===== src/rtl/ftx_pkg.sv =====
package ftx_pkg;
  typedef enum logic [1:0] {
    ST_IDLE  = 2'd0,
    ST_REQ   = 2'd1,
    ST_WRITE = 2'd2,
    ST_DONE  = 2'd3
  } ctl_state_e;

  typedef enum logic [1:0] {
    PH_TAKE  = 2'd0,
    PH_SETUP = 2'd1,
    PH_STB   = 2'd2
  } wr_phase_e;
endpackage


===== src/rtl/ftx_debounce.sv =====
module ftx_debounce #(
  parameter int unsigned LEN     = 3,
  parameter bit          RST_VAL = 1'b0
) (
  input  logic clk_i,
  input  logic rst_ni,
  input  logic raw_i,
  output logic clean_o
);
  localparam int unsigned CW = (LEN > 1) ? $clog2(LEN) : 1;

  logic [CW-1:0] cnt_q;
  logic          clean_q;

  // output follows only after LEN consecutive samples of the new level
  always_ff @(posedge clk_i or negedge rst_ni) begin
    if (!rst_ni) begin
      cnt_q   <= '0;
      clean_q <= RST_VAL;
    end else if (raw_i == clean_q) begin
      cnt_q <= '0;
    end else if (cnt_q == CW'(LEN - 1)) begin
      cnt_q   <= '0;
      clean_q <= raw_i;
    end else begin
      cnt_q <= cnt_q + 1'b1;
    end
  end

  assign clean_o = clean_q;
endmodule


===== src/rtl/ftx_timer.sv =====
module ftx_timer #(
  parameter int unsigned W = 16
) (
  input  logic         clk_i,
  input  logic         rst_ni,
  input  logic         clear_i,
  input  logic         run_i,
  input  logic [W-1:0] lim_i,
  output logic         expire_o
);
  logic [W-1:0] cnt_q;

  // expires in the lim-th running cycle; lim 0 behaves as 1
  assign expire_o = run_i && (({1'b0, cnt_q} + (W+1)'(1)) >= {1'b0, lim_i});

  always_ff @(posedge clk_i or negedge rst_ni) begin
    if (!rst_ni)                 cnt_q <= '0;
    else if (clear_i)            cnt_q <= '0;
    else if (run_i && !expire_o) cnt_q <= cnt_q + 1'b1;
  end
endmodule


===== src/rtl/ftx_byte_writer.sv =====
module ftx_byte_writer
  import ftx_pkg::*;
#(
  parameter int unsigned LEN_W = 16
) (
  input  logic             clk_i,
  input  logic             rst_ni,
  input  logic             clear_i,
  input  logic             en_i,
  input  logic [LEN_W-1:0] len_i,
  input  logic [7:0]       byte_i,
  input  logic             valid_i,
  output logic             ready_o,
  output logic             wr_o,
  output logic [7:0]       dat_o,
  output logic             last_o
);
  wr_phase_e        phase_q;
  logic [LEN_W-1:0] cnt_q;
  logic [7:0]       dat_q;

  assign ready_o = en_i && (phase_q == PH_TAKE);
  assign wr_o    = en_i && (phase_q == PH_STB);
  assign last_o  = wr_o && (cnt_q == len_i - 1'b1);
  assign dat_o   = dat_q;

  // TAKE (hold of previous byte) -> SETUP -> STB; data changes only on leaving TAKE
  always_ff @(posedge clk_i or negedge rst_ni) begin
    if (!rst_ni) begin
      phase_q <= PH_TAKE;
      cnt_q   <= '0;
      dat_q   <= '0;
    end else if (clear_i) begin
      phase_q <= PH_TAKE;
      cnt_q   <= '0;
    end else if (!en_i) begin
      phase_q <= PH_TAKE;
    end else begin
      unique case (phase_q)
        PH_TAKE: if (valid_i) begin
          dat_q   <= byte_i;
          phase_q <= PH_SETUP;
        end
        PH_SETUP: phase_q <= PH_STB;
        PH_STB: begin
          cnt_q   <= cnt_q + 1'b1;
          phase_q <= PH_TAKE;
        end
        default: phase_q <= PH_TAKE;
      endcase
    end
  end
endmodule


===== src/rtl/frame_tx_ctrl.sv =====
module frame_tx_ctrl
  import ftx_pkg::*;
#(
  parameter int unsigned LEN_W   = 16,
  parameter int unsigned TMO_W   = 16,
  parameter int unsigned DEB_LEN = 3
) (
  input  logic             clk_i,
  input  logic             rst_ni,
  input  logic             start_i,
  input  logic [LEN_W-1:0] frame_len_i,
  input  logic [TMO_W-1:0] tmo_cycles_i,
  input  logic [7:0]       byte_i,
  input  logic             byte_valid_i,
  output logic             byte_ready_o,
  input  logic             crs_i,
  input  logic             rxdv_i,
  output logic             txen_o,
  output logic             wr_o,
  output logic [7:0]       dat_o,
  output logic             busy_o,
  output logic             done_o,
  output logic             len_err_o,
  output logic             tmo_o
);
  localparam int unsigned N_STAT = 2;
  localparam int unsigned IDX_CRS  = 0;
  localparam int unsigned IDX_RXDV = 1;

  logic [N_STAT-1:0] stat_raw, stat_db;
  logic crs_db, rxdv_db;

  assign stat_raw[IDX_CRS]  = crs_i;
  assign stat_raw[IDX_RXDV] = rxdv_i;

  for (genvar g = 0; g < N_STAT; g++) begin : g_deb
    ftx_debounce #(.LEN(DEB_LEN), .RST_VAL(1'b0)) u_deb (
      .clk_i  (clk_i),
      .rst_ni (rst_ni),
      .raw_i  (stat_raw[g]),
      .clean_o(stat_db[g])
    );
  end

  assign crs_db  = stat_db[IDX_CRS];
  assign rxdv_db = stat_db[IDX_RXDV];

  ctl_state_e       state_q, state_d;
  logic [LEN_W-1:0] len_q;
  logic [TMO_W-1:0] tmo_lim_q;
  logic             launch, tmo_exp, wr_last;
  logic             done_d, err_d, tmo_d;
  logic             done_q, err_q, tmo_q;
  logic             medium_free;

  assign medium_free = !crs_db && !rxdv_db;

  always_comb begin
    state_d = state_q;
    launch  = 1'b0;
    done_d  = 1'b0;
    err_d   = 1'b0;
    tmo_d   = 1'b0;
    unique case (state_q)
      ST_IDLE: if (start_i) begin
        if (frame_len_i == '0) begin
          err_d = 1'b1;
        end else if (medium_free) begin
          launch  = 1'b1;
          state_d = ST_REQ;
        end
      end
      ST_REQ: begin
        // acceptance wins over expiry in the same cycle
        if (crs_db) begin
          state_d = ST_WRITE;
        end else if (tmo_exp) begin
          tmo_d   = 1'b1;
          state_d = ST_IDLE;
        end
      end
      ST_WRITE: if (wr_last) begin
        done_d  = 1'b1;
        state_d = ST_DONE;
      end
      ST_DONE: if (!crs_db) state_d = ST_IDLE;
      default: state_d = ST_IDLE;
    endcase
  end

  always_ff @(posedge clk_i or negedge rst_ni) begin
    if (!rst_ni) begin
      state_q   <= ST_IDLE;
      len_q     <= '0;
      tmo_lim_q <= '0;
      done_q    <= 1'b0;
      err_q     <= 1'b0;
      tmo_q     <= 1'b0;
    end else begin
      state_q <= state_d;
      done_q  <= done_d;
      err_q   <= err_d;
      tmo_q   <= tmo_d;
      if (launch) begin
        len_q     <= frame_len_i;
        tmo_lim_q <= tmo_cycles_i;
      end
    end
  end

  ftx_timer #(.W(TMO_W)) u_tmr (
    .clk_i   (clk_i),
    .rst_ni  (rst_ni),
    .clear_i (launch),
    .run_i   ((state_q == ST_REQ) && !crs_db),
    .lim_i   (tmo_lim_q),
    .expire_o(tmo_exp)
  );

  ftx_byte_writer #(.LEN_W(LEN_W)) u_wr (
    .clk_i  (clk_i),
    .rst_ni (rst_ni),
    .clear_i(launch),
    .en_i   (state_q == ST_WRITE),
    .len_i  (len_q),
    .byte_i (byte_i),
    .valid_i(byte_valid_i),
    .ready_o(byte_ready_o),
    .wr_o   (wr_o),
    .dat_o  (dat_o),
    .last_o (wr_last)
  );

  assign txen_o    = (state_q == ST_REQ) || (state_q == ST_WRITE);
  assign busy_o    = (state_q != ST_IDLE);
  assign done_o    = done_q;
  assign len_err_o = err_q;
  assign tmo_o     = tmo_q;
endmodule


===== config.mk =====
export PLATFORM = sky130hd
export DESIGN_NAME = frame_tx_ctrl
export DESIGN_NICKNAME = d
export VERILOG_FILES = /design/src/rtl/ftx_pkg.sv /design/src/rtl/ftx_debounce.sv /design/src/rtl/ftx_timer.sv /design/src/rtl/ftx_byte_writer.sv /design/src/rtl/frame_tx_ctrl.sv
export SDC_FILE = /design/constraint.sdc
export NUM_CORES = 1
export LEC_CHECK = 0
export ABC_CLOCK_PERIOD_IN_PS = 6060
export BUFFER_PORTS_ARGS = -buffer_cell sky130_fd_sc_hd__buf_2
export CORE_MARGIN = 10
export CORE_UTILIZATION = 50
export DETAILED_ROUTE_END_ITERATION = 6
export PLACE_DENSITY = 0.8
export SKIP_LAST_GASP = 1
export SYNTH_ARGS = -nofsm -noshare
export SYNTH_HDL_FRONTEND = slang
export SYNTH_HIERARCHICAL = 1
export SYNTH_SLANG_ARGS = --single-unit

===== constraint.sdc =====
create_clock -name clk_i -period 6.06 [get_ports clk_i]
set_clock_uncertainty 0.2 [all_clocks]
set_input_delay 0.909 -clock clk_i [delete_from_list [all_inputs] [get_ports clk_i]]
set_output_delay 0.909 -clock clk_i [all_outputs]
set_load 0.02 [all_outputs]

==> results of run 1 <==
## per-stage QoR
| stage | hold slack (ns) | setup WS, ns | instance area (um^2) |
|---|---|---|---|
| floorplan | 0.226 | 2.26 | 5180 |
| global placement | 0.239 | 2.00 | 5530 |
| detailed placement | 0.253 | 1.93 | 5530 |
| CTS | 0.264 | 2.01 | 5690 |
| global route | 0.300 | 1.57 | 5690 |
| finish | 0.263 | 1.96 | 5690 |
## worst reg2reg max path, delay by kind of cell, from the launching register on
kind,cells,cell delay [ns]
AO/OA/AOI/OAI,5,1.02
AND/OR/NAND/NOR,7,1.42
flip-flops,1,0.43
adder cells (fa/ha/maj),2,0.53
XOR/XNOR,1,0.17
buffers and inverters,1,0.21
## worst max path at each step
| stage | cells after the start | end | slack, ns |
|---|---|---|---|
| after global placement | 9 | u_wr/cnt_q[15] | 2.00 |
| after floorplan | 17 | state_q[0] | 2.26 |
| final | 16 | state_q[0] | 1.96 |
| after global routing | 16 | state_q[0] | 1.57 |
| after CTS | 16 | state_q[0] | 2.01 |
| after detailed placement | 9 | u_wr/cnt_q[15] | 1.93 |
## per-layer routing
metal  track usage [%]  vias to the layer above
li1                  -                     1877
met1              20.4                     1856
met2              24.0                       83
met3              5.50                       10
met4              4.77                        0
met5                 0                        -
## power by group through the flow
stage	Combinational, mW	Sequential (mW)	Clock [mW]
global route	1.34	1.12	0.393
finish	1.20	1.07	0.352
detailed placement	1.20	1.08	0
floorplan	0.974	1.03	0
global placement	1.14	1.06	0
CTS	1.21	1.07	0.366
## cells in the mapped netlist (3+ instances only)
cell type | count | area share, %
sky130_fd_sc_hd__a211oi_1 | 3 | 0.44
sky130_fd_sc_hd__a21oi_1 | 26 | 2.5
sky130_fd_sc_hd__and2_1 | 3 | 0.36
sky130_fd_sc_hd__and3_1 | 6 | 0.73
sky130_fd_sc_hd__and4_1 | 3 | 0.51
sky130_fd_sc_hd__buf_12 | 3 | 1.2
sky130_fd_sc_hd__clkbuf_1 | 11 | 0.80
sky130_fd_sc_hd__dfrtp_1 | 85 | 41
sky130_fd_sc_hd__ha_1 | 24 | 5.8
sky130_fd_sc_hd__inv_1 | 27 | 2.0
sky130_fd_sc_hd__mux2_2 | 5 | 1.1
sky130_fd_sc_hd__mux2_4 | 31 | 9.0
sky130_fd_sc_hd__mux2i_1 | 5 | 0.97
sky130_fd_sc_hd__nand2_1 | 44 | 3.2
sky130_fd_sc_hd__nand3_1 | 14 | 1.4
sky130_fd_sc_hd__nand3b_1 | 3 | 0.44
sky130_fd_sc_hd__nand4_1 | 8 | 0.97
sky130_fd_sc_hd__nor2_1 | 31 | 2.2
sky130_fd_sc_hd__nor2b_1 | 6 | 0.73
sky130_fd_sc_hd__nor3_1 | 11 | 1.1
sky130_fd_sc_hd__nor3b_1 | 6 | 0.87
sky130_fd_sc_hd__nor4_1 | 6 | 0.73
sky130_fd_sc_hd__o2111ai_1 | 3 | 0.51
sky130_fd_sc_hd__o211ai_1 | 4 | 0.58
sky130_fd_sc_hd__o21ai_0 | 9 | 0.87
sky130_fd_sc_hd__o21bai_1 | 3 | 0.44
sky130_fd_sc_hd__o31ai_1 | 13 | 1.9
sky130_fd_sc_hd__or3_1 | 6 | 0.73
sky130_fd_sc_hd__or4_1 | 13 | 1.9
sky130_fd_sc_hd__xnor2_1 | 31 | 5.2
sky130_fd_sc_hd__xor2_1 | 15 | 2.5
## registers in the layout (all words and copies together), names as in the netlist, named ones only
| signal | cells |
|---|---|
| done_o | 1 |
| tmo_o | 1 |
| tmo_lim_q | 16 |
| state_q | 1 |
| len_err_o | 1 |
| u_wr/cnt_q | 16 |
| g_deb.u_deb/cnt_q | 4 |
| g_deb.u_deb/clean_o | 2 |
| len_q | 16 |
| u_wr/dat_o | 8 |
| u_tmr/cnt_q | 16 |
| u_wr/phase_q | 2 |
## kinds of logic after synthesis
| kind of cell | synth area share [%] |
|---|---|
| simple gates | 20.1 |
| flops | 41.1 |
| compound gates | 9.45 |
| buf+inv | 4.71 |
| xor+xnor | 7.78 |
| mux | 11.0 |
| fa+ha+maj | 5.80 |
## area by class of cell
| type | instances | area (um^2) | share of cell area, % |
|---|---|---|---|
| timing repair buffer | 62 | 318 | 5.58 |
| inverter | 28 | 105 | 1.85 |
| clock buffer | 11 | 131 | 2.31 |
| tap | 136 | 170 | 2.99 |
| clock inverter | 5 | 35.0 | 0.615 |
| multi-input combinational | 364 | 2810 | 49.3 |
| sequential | 85 | 2130 | 37.4 |
==> load_flow_metrics.sql, run 1 <==
INSERT INTO impl_metrics (metric_group, metric, value, unit) VALUES
('worst_hold_path', 'holdCritStartpoint', 'g_deb[1].u_deb/cnt_q[1]', ''),
('sta', 'final.period_utilization', '67.6', '%'),
('worst_setup_path', 'rr_endpoint', 'state_q[0]', ''),
('placed_design', 'port_buffers', '60', ''),
('clocking', 'cts_buffer_depth', '2', ''),
('synth', 'netlist_instances', '496', ''),
('worst_setup_path', 'setup.worst_path.class', 'reg -> reg', ''),
('detailed_routing', 'routedWlPerCell', '16.0', 'um'),
('sta', 'drv_slew', '0', ''),
('power', 'leakagePower', '2.68', 'nW'),
('worst_setup_path', 'endpoint_kind', 'flop', ''),
('final_layout', 'post_layout_net_count', '620', ''),
('clocking', 'number_of_levels_the_h_tree_was_split_into', '3', ''),
('run_status', 'result_of_the_run', 'finished, final reports clean', ''),
('worst_setup_path', 'startpoint', 'u_tmr/cnt_q[0]', ''),
('final_layout', 'final_common_cell', 'sky130_fd_sc_hd__dfrtp_1', ''),
('synth', 'mappedNetlistNets', '566', ''),
('final_layout', 'postLayoutCoreUtil', '55.9', '%'),
('final_layout', 'antenna_cells_inserted', '0', ''),
('power', 'power_report.internal_total', '1.54', 'mW'),
('worst_setup_path', 'critPathTopFamily', 'simple AND/OR/NAND/NOR gates', ''),
('power', 'vdd_ir_drop_max', '0.000287', 'V'),
('detailed_routing', 'drt_iter0_drc', '312', ''),
('placed_design', 'gp_routability_congestion', '0.825', ''),
('worst_setup_path', 'critPathLaunchType', 'flop', ''),
('worst_setup_path', 'critPathMaxFanout', '29', ''),
('synth', 'post_synth.cell_area_avg', '10.4', 'um^2'),
('synth', 'yosys_register_bits', '85', ''),
('sta', 'period_minus_slack', '4.10', 'ns'),
('clocking', 'cts.repair_timing.setup_buffer_count', '0', ''),
('final_layout', 'post_route_cells_drive_above_1_share', '23.4', '%'),
('worst_setup_path', 'critPathRequiredTime', '6.11', 'ns'),
('final_layout', 'filler_cell_count', '892', ''),
('sta', 'worst_slew_slack_as_a_fraction_of_its_limit', '20.2', '%'),
('synth', 'sequential_area_share_after_synthesis', '41.1', '%'),
('worst_setup_path', 'reg2reg_depth', '16', ''),
('final_layout', 'area.growth.synth_to_final', '9.98', '%'),
('global_route', 'number_of_antenna_violations_at_the_first_check_in_global_routing', '0', ''),
('clocking', 'ctsRootBufferMaster', 'sky130_fd_sc_hd__clkbuf_8', ''),
('worst_hold_path', 'worst_hold_path.endpoint', 'g_deb[1].u_deb/cnt_q[1]', ''),
('clocking', 'clock_sink_count', '85', ''),
('detailed_routing', 'wl_met3', '679', 'um'),
('die', 'placement_rows', '37', ''),
('synth', 'synthesis.area', '5180', 'um^2'),
('detailed_routing', 'drcViolationCount', '0', ''),
('global_route', 'globalRouteTotalUtil', '15.7', '%'),
('detailed_routing', 'wl', '11000', 'um'),
('power', 'switchingPower', '1.08', 'mW'),
('worst_setup_path', 'rrSetupSlack', '1.96', 'ns'),
('placed_design', 'place.detailed.hpwl', '8070', 'um'),
('clocking', 'hold_buffers', '0', ''),
('sta', 'endpoints_failing_setup', '0', ''),
('clocking', 'tritoncts', 'done', ''),
('worst_setup_path', 'max_incr_delay_on_cp', '0.43', 'ns'),
('power', 'sw_frac_of_total', '41.2', '%'),
('clocking', 'numCtsBuffers', '9', ''),
('sta', 'timing.setup.tns', '0', 'ns'),
('die', 'core_area', '10200', 'um^2'),
('detailed_routing', 'via_count', '3826', ''),
('detailed_routing', 'final_antenna_net_count', '0', ''),
('detailed_routing', 'routedLengthMet1', '5140', 'um'),
('final_layout', 'stdcell_count', '691', ''),
('detailed_routing', 'met2RoutedLength', '5100', 'um'),
('synth', 'synth_flop_cell', 'sky130_fd_sc_hd__dfrtp_1', ''),
('die', 'die_height', '122', 'um'),
('placed_design', 'dp_cells', '675', ''),
('die', 'initial_core_utilization', '50.8', '%'),
('sta', 'report.final.hold_viol_count', '0', ''),
('die', 'chipWidth', '122', 'um'),
('worst_setup_path', 'worst-path-buf-inv', '1', ''),
('worst_setup_path', 'crit_path_cell_trace', 'ha_1 -> nand3_1 -> nor2_1 -> nand3_1 -> xnor2_1 -> ha_1 -> a211oi_1 -> o21bai_1 -> a21oi_1 -> nor2_1 -> buf_4 -> o21a_1 -> nor3b_1 -> nor3_1 -> a311oi_1 -> nand2_1', '');
(Power assumes the default switching activity.)
==> run 2: changes to the inputs <==
--- a/config.mk
+++ b/config.mk
@@ -5,7 +5,7 @@
 export SDC_FILE = /design/constraint.sdc
 export NUM_CORES = 1
 export LEC_CHECK = 0
-export ABC_CLOCK_PERIOD_IN_PS = 6060
+export ABC_CLOCK_PERIOD_IN_PS = 3800
 export BUFFER_PORTS_ARGS = -buffer_cell sky130_fd_sc_hd__buf_2
 export CORE_MARGIN = 10
 export CORE_UTILIZATION = 50
==> constraint.sdc (replaced) <==
create_clock -name clk_i -period 3.8 [get_ports clk_i]
set_clock_uncertainty 0.2 [all_clocks]
set_input_delay 0.57 -clock clk_i [delete_from_list [all_inputs] [get_ports clk_i]]
set_output_delay 0.57 -clock clk_i [all_outputs]
set_load 0.02 [all_outputs]
==> run 2 against run 1 <==
Die area stayed put. Critical path depth is 1 lower. Setup slack worse by 1.7 ns. Count of clock-buffer cells in the layout is 2 lower. Fmax is 17% higher.
==> load_flow_metrics.sql, run 2 (synthesis gave the netlist of run 1 again) <==
INSERT INTO impl_metrics (metric_group, metric, value, unit) VALUES
('global_route', 'grt_use_met3', '5.27', '%'),
('clocking', 'clock_latency', '0.36', 'ns'),
('power', 'clockPowerShare', '15.8', '%'),
('detailed_routing', 'detailedRoute.firstPassIterationCount', '4', ''),
('sta', 'grt_setup_unrepaired', 'true', ''),
('final_layout', 'postLayoutCoreUtil', '57.2', '%'),
('worst_setup_path', 'reg2reg_depth', '15', ''),
('die', 'chipWidth', '122', 'um'),
('detailed_routing', 'wl', '11300', 'um'),
('clocking', 'numCtsBuffers', '9', ''),
('global_route', 'globalRouteOverflowTotal', '0', ''),
('final_layout', 'final_common_cell', 'sky130_fd_sc_hd__dfrtp_1', ''),
('clocking', 'ctsRootBufferMaster', 'sky130_fd_sc_hd__clkbuf_8', ''),
('power', 'power.sequential.fraction', '39.1', '%'),
('worst_setup_path', 'endpoint_kind', 'flop', ''),
('final_layout', 'filler_cell_count', '863', ''),
('final_layout', 'stdcell_area', '5830', 'um^2'),
('die', 'design.die.area', '14800', 'um^2'),
('sta', 'report.final.hold_viol_count', '0', ''),
('power', 'leakagePower', '2.74', 'nW'),
('placed_design', 'port_buffers', '60', ''),
('worst_setup_path', 'critPathLaunchType', 'flop', ''),
('final_layout', 'post_route_cells_drive_above_1_share', '25.4', '%'),
('detailed_routing', 'via_count', '3875', ''),
('die', 'core_area', '10200', 'um^2'),
('worst_setup_path', 'worst_ep_arrival_time', '3.53', 'ns'),
('detailed_routing', 'drt_iter0_drc', '292', ''),
('sta', 'endpoints_failing_setup', '0', ''),
('worst_hold_path', 'hold_removal_path_class', 'in -> async', ''),
('sta', 'worst_slew_slack_as_a_fraction_of_its_limit', '31.0', '%'),
('clocking', 'clock_sink_count', '85', ''),
('power', 'sw_frac_of_total', '39.9', '%'),
('global_route', 'globalRouteTotalUtil', '15.6', '%'),
('global_route', 'number_of_antenna_violations_at_the_first_check_in_global_routing', '0', ''),
('worst_setup_path', 'rr_startpoint', 'u_tmr/cnt_q[2]', ''),
('worst_setup_path', 'rr_endpoint', 'state_q[0]', ''),
('worst_setup_path', 'setup.worst_path.class', 'reg -> reg', ''),
('global_route', 'met1_usage_in_global_routing', '20.4', '%'),
('global_route', 'grtUsageMet2', '23.8', '%'),
('global_route', 'grt_pass1_vias', '4008', ''),
('die', 'initial_core_utilization', '50.8', '%'),
('power', 'power-per-cell-area', '754', 'nW/um^2'),
('final_layout', 'multi_input_logic_area', '2830', 'um^2'),
('placed_design', 'place.detailed.hpwl', '8140', 'um'),
('final_layout', 'layout.cells.most_common_list', 'sky130_fd_sc_hd__dfrtp_1 (85), sky130_fd_sc_hd__buf_2 (59), sky130_fd_sc_hd__nand2_1 (44), sky130_fd_sc_hd__mux2_4 (31), sky130_fd_sc_hd__xnor2_1 (31)', ''),
('sta', 'period_minus_slack', '3.50', 'ns'),
('power', 'vdd_ir_drop_max', '0.000522', 'V'),
('global_route', 'grt_start_max_net_pins', '86', ''),
('clocking', 'clkTransAtPathRegs', '0.09', 'ns'),
('clocking', 'cts_buffer_depth', '2', ''),
('power', 'power_report.internal_total', '2.64', 'mW'),
('final_layout', 'area.growth.synth_to_final', '12.5', '%'),
('final_layout', 'antenna_cells_inserted', '0', ''),
('detailed_routing', 'via_per_inst', '5.55', ''),
('final_layout', 'final-seq-area', '2130', 'um^2'),
('clocking', 'number_of_levels_the_h_tree_was_split_into', '3', ''),
('final_layout', 'post_layout_net_count', '629', ''),
('power', 'combPwrFrac', '45.1', '%'),
('detailed_routing', 'drcViolationCount', '0', ''),
('detailed_routing', 'routedWlPerCell', '16.1', 'um'),
('global_route', 'global_route.peak_usage_layer', 'met2', ''),
('power', 'switchingPower', '1.75', 'mW'),
('worst_setup_path', 'rrSetupSlack', '0.30', 'ns'),
('sta', 'fmax', '286', 'MHz'),
('sta', 'final.period_utilization', '92.0', '%'),
('detailed_routing', 'final_antenna_net_count', '0', ''),
('placed_design', 'placement.cell_area', '5560', 'um^2'),
('worst_setup_path', 'critPathMaxFanout', '6', ''),
('clocking', 'hold_buffers', '0', ''),
('placed_design', 'gp_routability_congestion', '0.849', ''),
('sta', 'drv_slew', '0', ''),
('clocking', 'tritoncts', 'done', ''),
('die', 'placement_rows', '37', ''),
('power', 'fin_total_pwr', '4.39', 'mW'),
('job', 'drv.max_cap_violation_count', '0', ''),
('worst_setup_path', 'critPathRequiredTime', '3.84', 'ns'),
('run_status', 'result_of_the_run', 'finished, final reports clean', ''),
('die', 'die_height', '122', 'um'),
('global_route', 'grt_pass1_wl', '19000', 'um'),
('sta', 'worst-slew-pin-transition', '1.03', 'ns'),
('die', 'io-pin-count', '61', '');
## run 2: repair_timing
item,in CTS,in global routing
setup buffers,0,5
setup endpoints to repair,0,17
resized for setup,0,5
## run 2: worst max-delay path, stage by stage (launching register included)
cell                        delay [ns]
sky130_fd_sc_hd__dfrtp_1          0.46
sky130_fd_sc_hd__and3_1           0.20
sky130_fd_sc_hd__and3_1           0.19
sky130_fd_sc_hd__and4_4           0.27
sky130_fd_sc_hd__nand2_1          0.10
sky130_fd_sc_hd__xnor2_1          0.14
sky130_fd_sc_hd__ha_1             0.32
sky130_fd_sc_hd__nand2_1          0.09
sky130_fd_sc_hd__nor3_2           0.21
sky130_fd_sc_hd__nand2_1          0.13
sky130_fd_sc_hd__o2111ai_1        0.22
sky130_fd_sc_hd__o21a_1           0.16
sky130_fd_sc_hd__nor3b_2          0.07
sky130_fd_sc_hd__o31a_1           0.29
sky130_fd_sc_hd__a311oi_1         0.24
sky130_fd_sc_hd__nand2_1          0.08
## run 2: how the worst max path moves through the flow
stage,end,slack [ns],startpoint
2_1_floorplan,state_q[0],0.002,u_tmr/cnt_q[0]
3_3_place_gp,state_q[0],0.26,u_tmr/cnt_q[0]
3_5_place_dp,state_q[0],0.12,u_tmr/cnt_q[0]
4_1_cts,state_q[0],0.06,u_tmr/cnt_q[0]
5_1_grt,state_q[0],-0.02,u_tmr/cnt_q[0]
6_report,state_q[0],0.30,u_tmr/cnt_q[2]
## run 2: layout make-up
cell class              count  share of cell area, %
multi-input cells         364                   48.6
flip-flops and latches     85                   36.5
repair buffers             71                   6.62
well taps                 136                   2.92
clock buffers               9                   2.13
inverters                  28                   1.80
clock inverters             5                   1.46
## run 2: per-layer routing
layer	wire length, um	share of wire (%)
met5	0	0
met4	116	1.0
met3	900	8.0
met2	5130	46
met1	5110	45
## run 2: power by group through the flow
stage	Clock, mW	Combinational, mW	Sequential (mW)
after floorplan	0	1.55	1.64
after global placement	0	1.84	1.69
after detailed placement	0	1.92	1.72
after CTS	0.717	1.94	1.71
after global routing	0.753	2.21	1.78
final	0.693	1.98	1.72
## run 2: stage by stage
stage | setup slack, ns | hold slack, ns | std cells | TNS [ns]
6_report | 0.302 | 0.190 | 698 | 0
5_1_grt | -0.0163 | 0.188 | 698 | -0.0163
4_1_cts | 0.0582 | 0.171 | 693 | 0
3_5_place_dp | 0.121 | 0.255 | 679 | 0
3_3_place_gp | 0.260 | 0.239 | 679 | 0
2_1_floorplan | 0.00174 | 0.0744 | 496 | 0
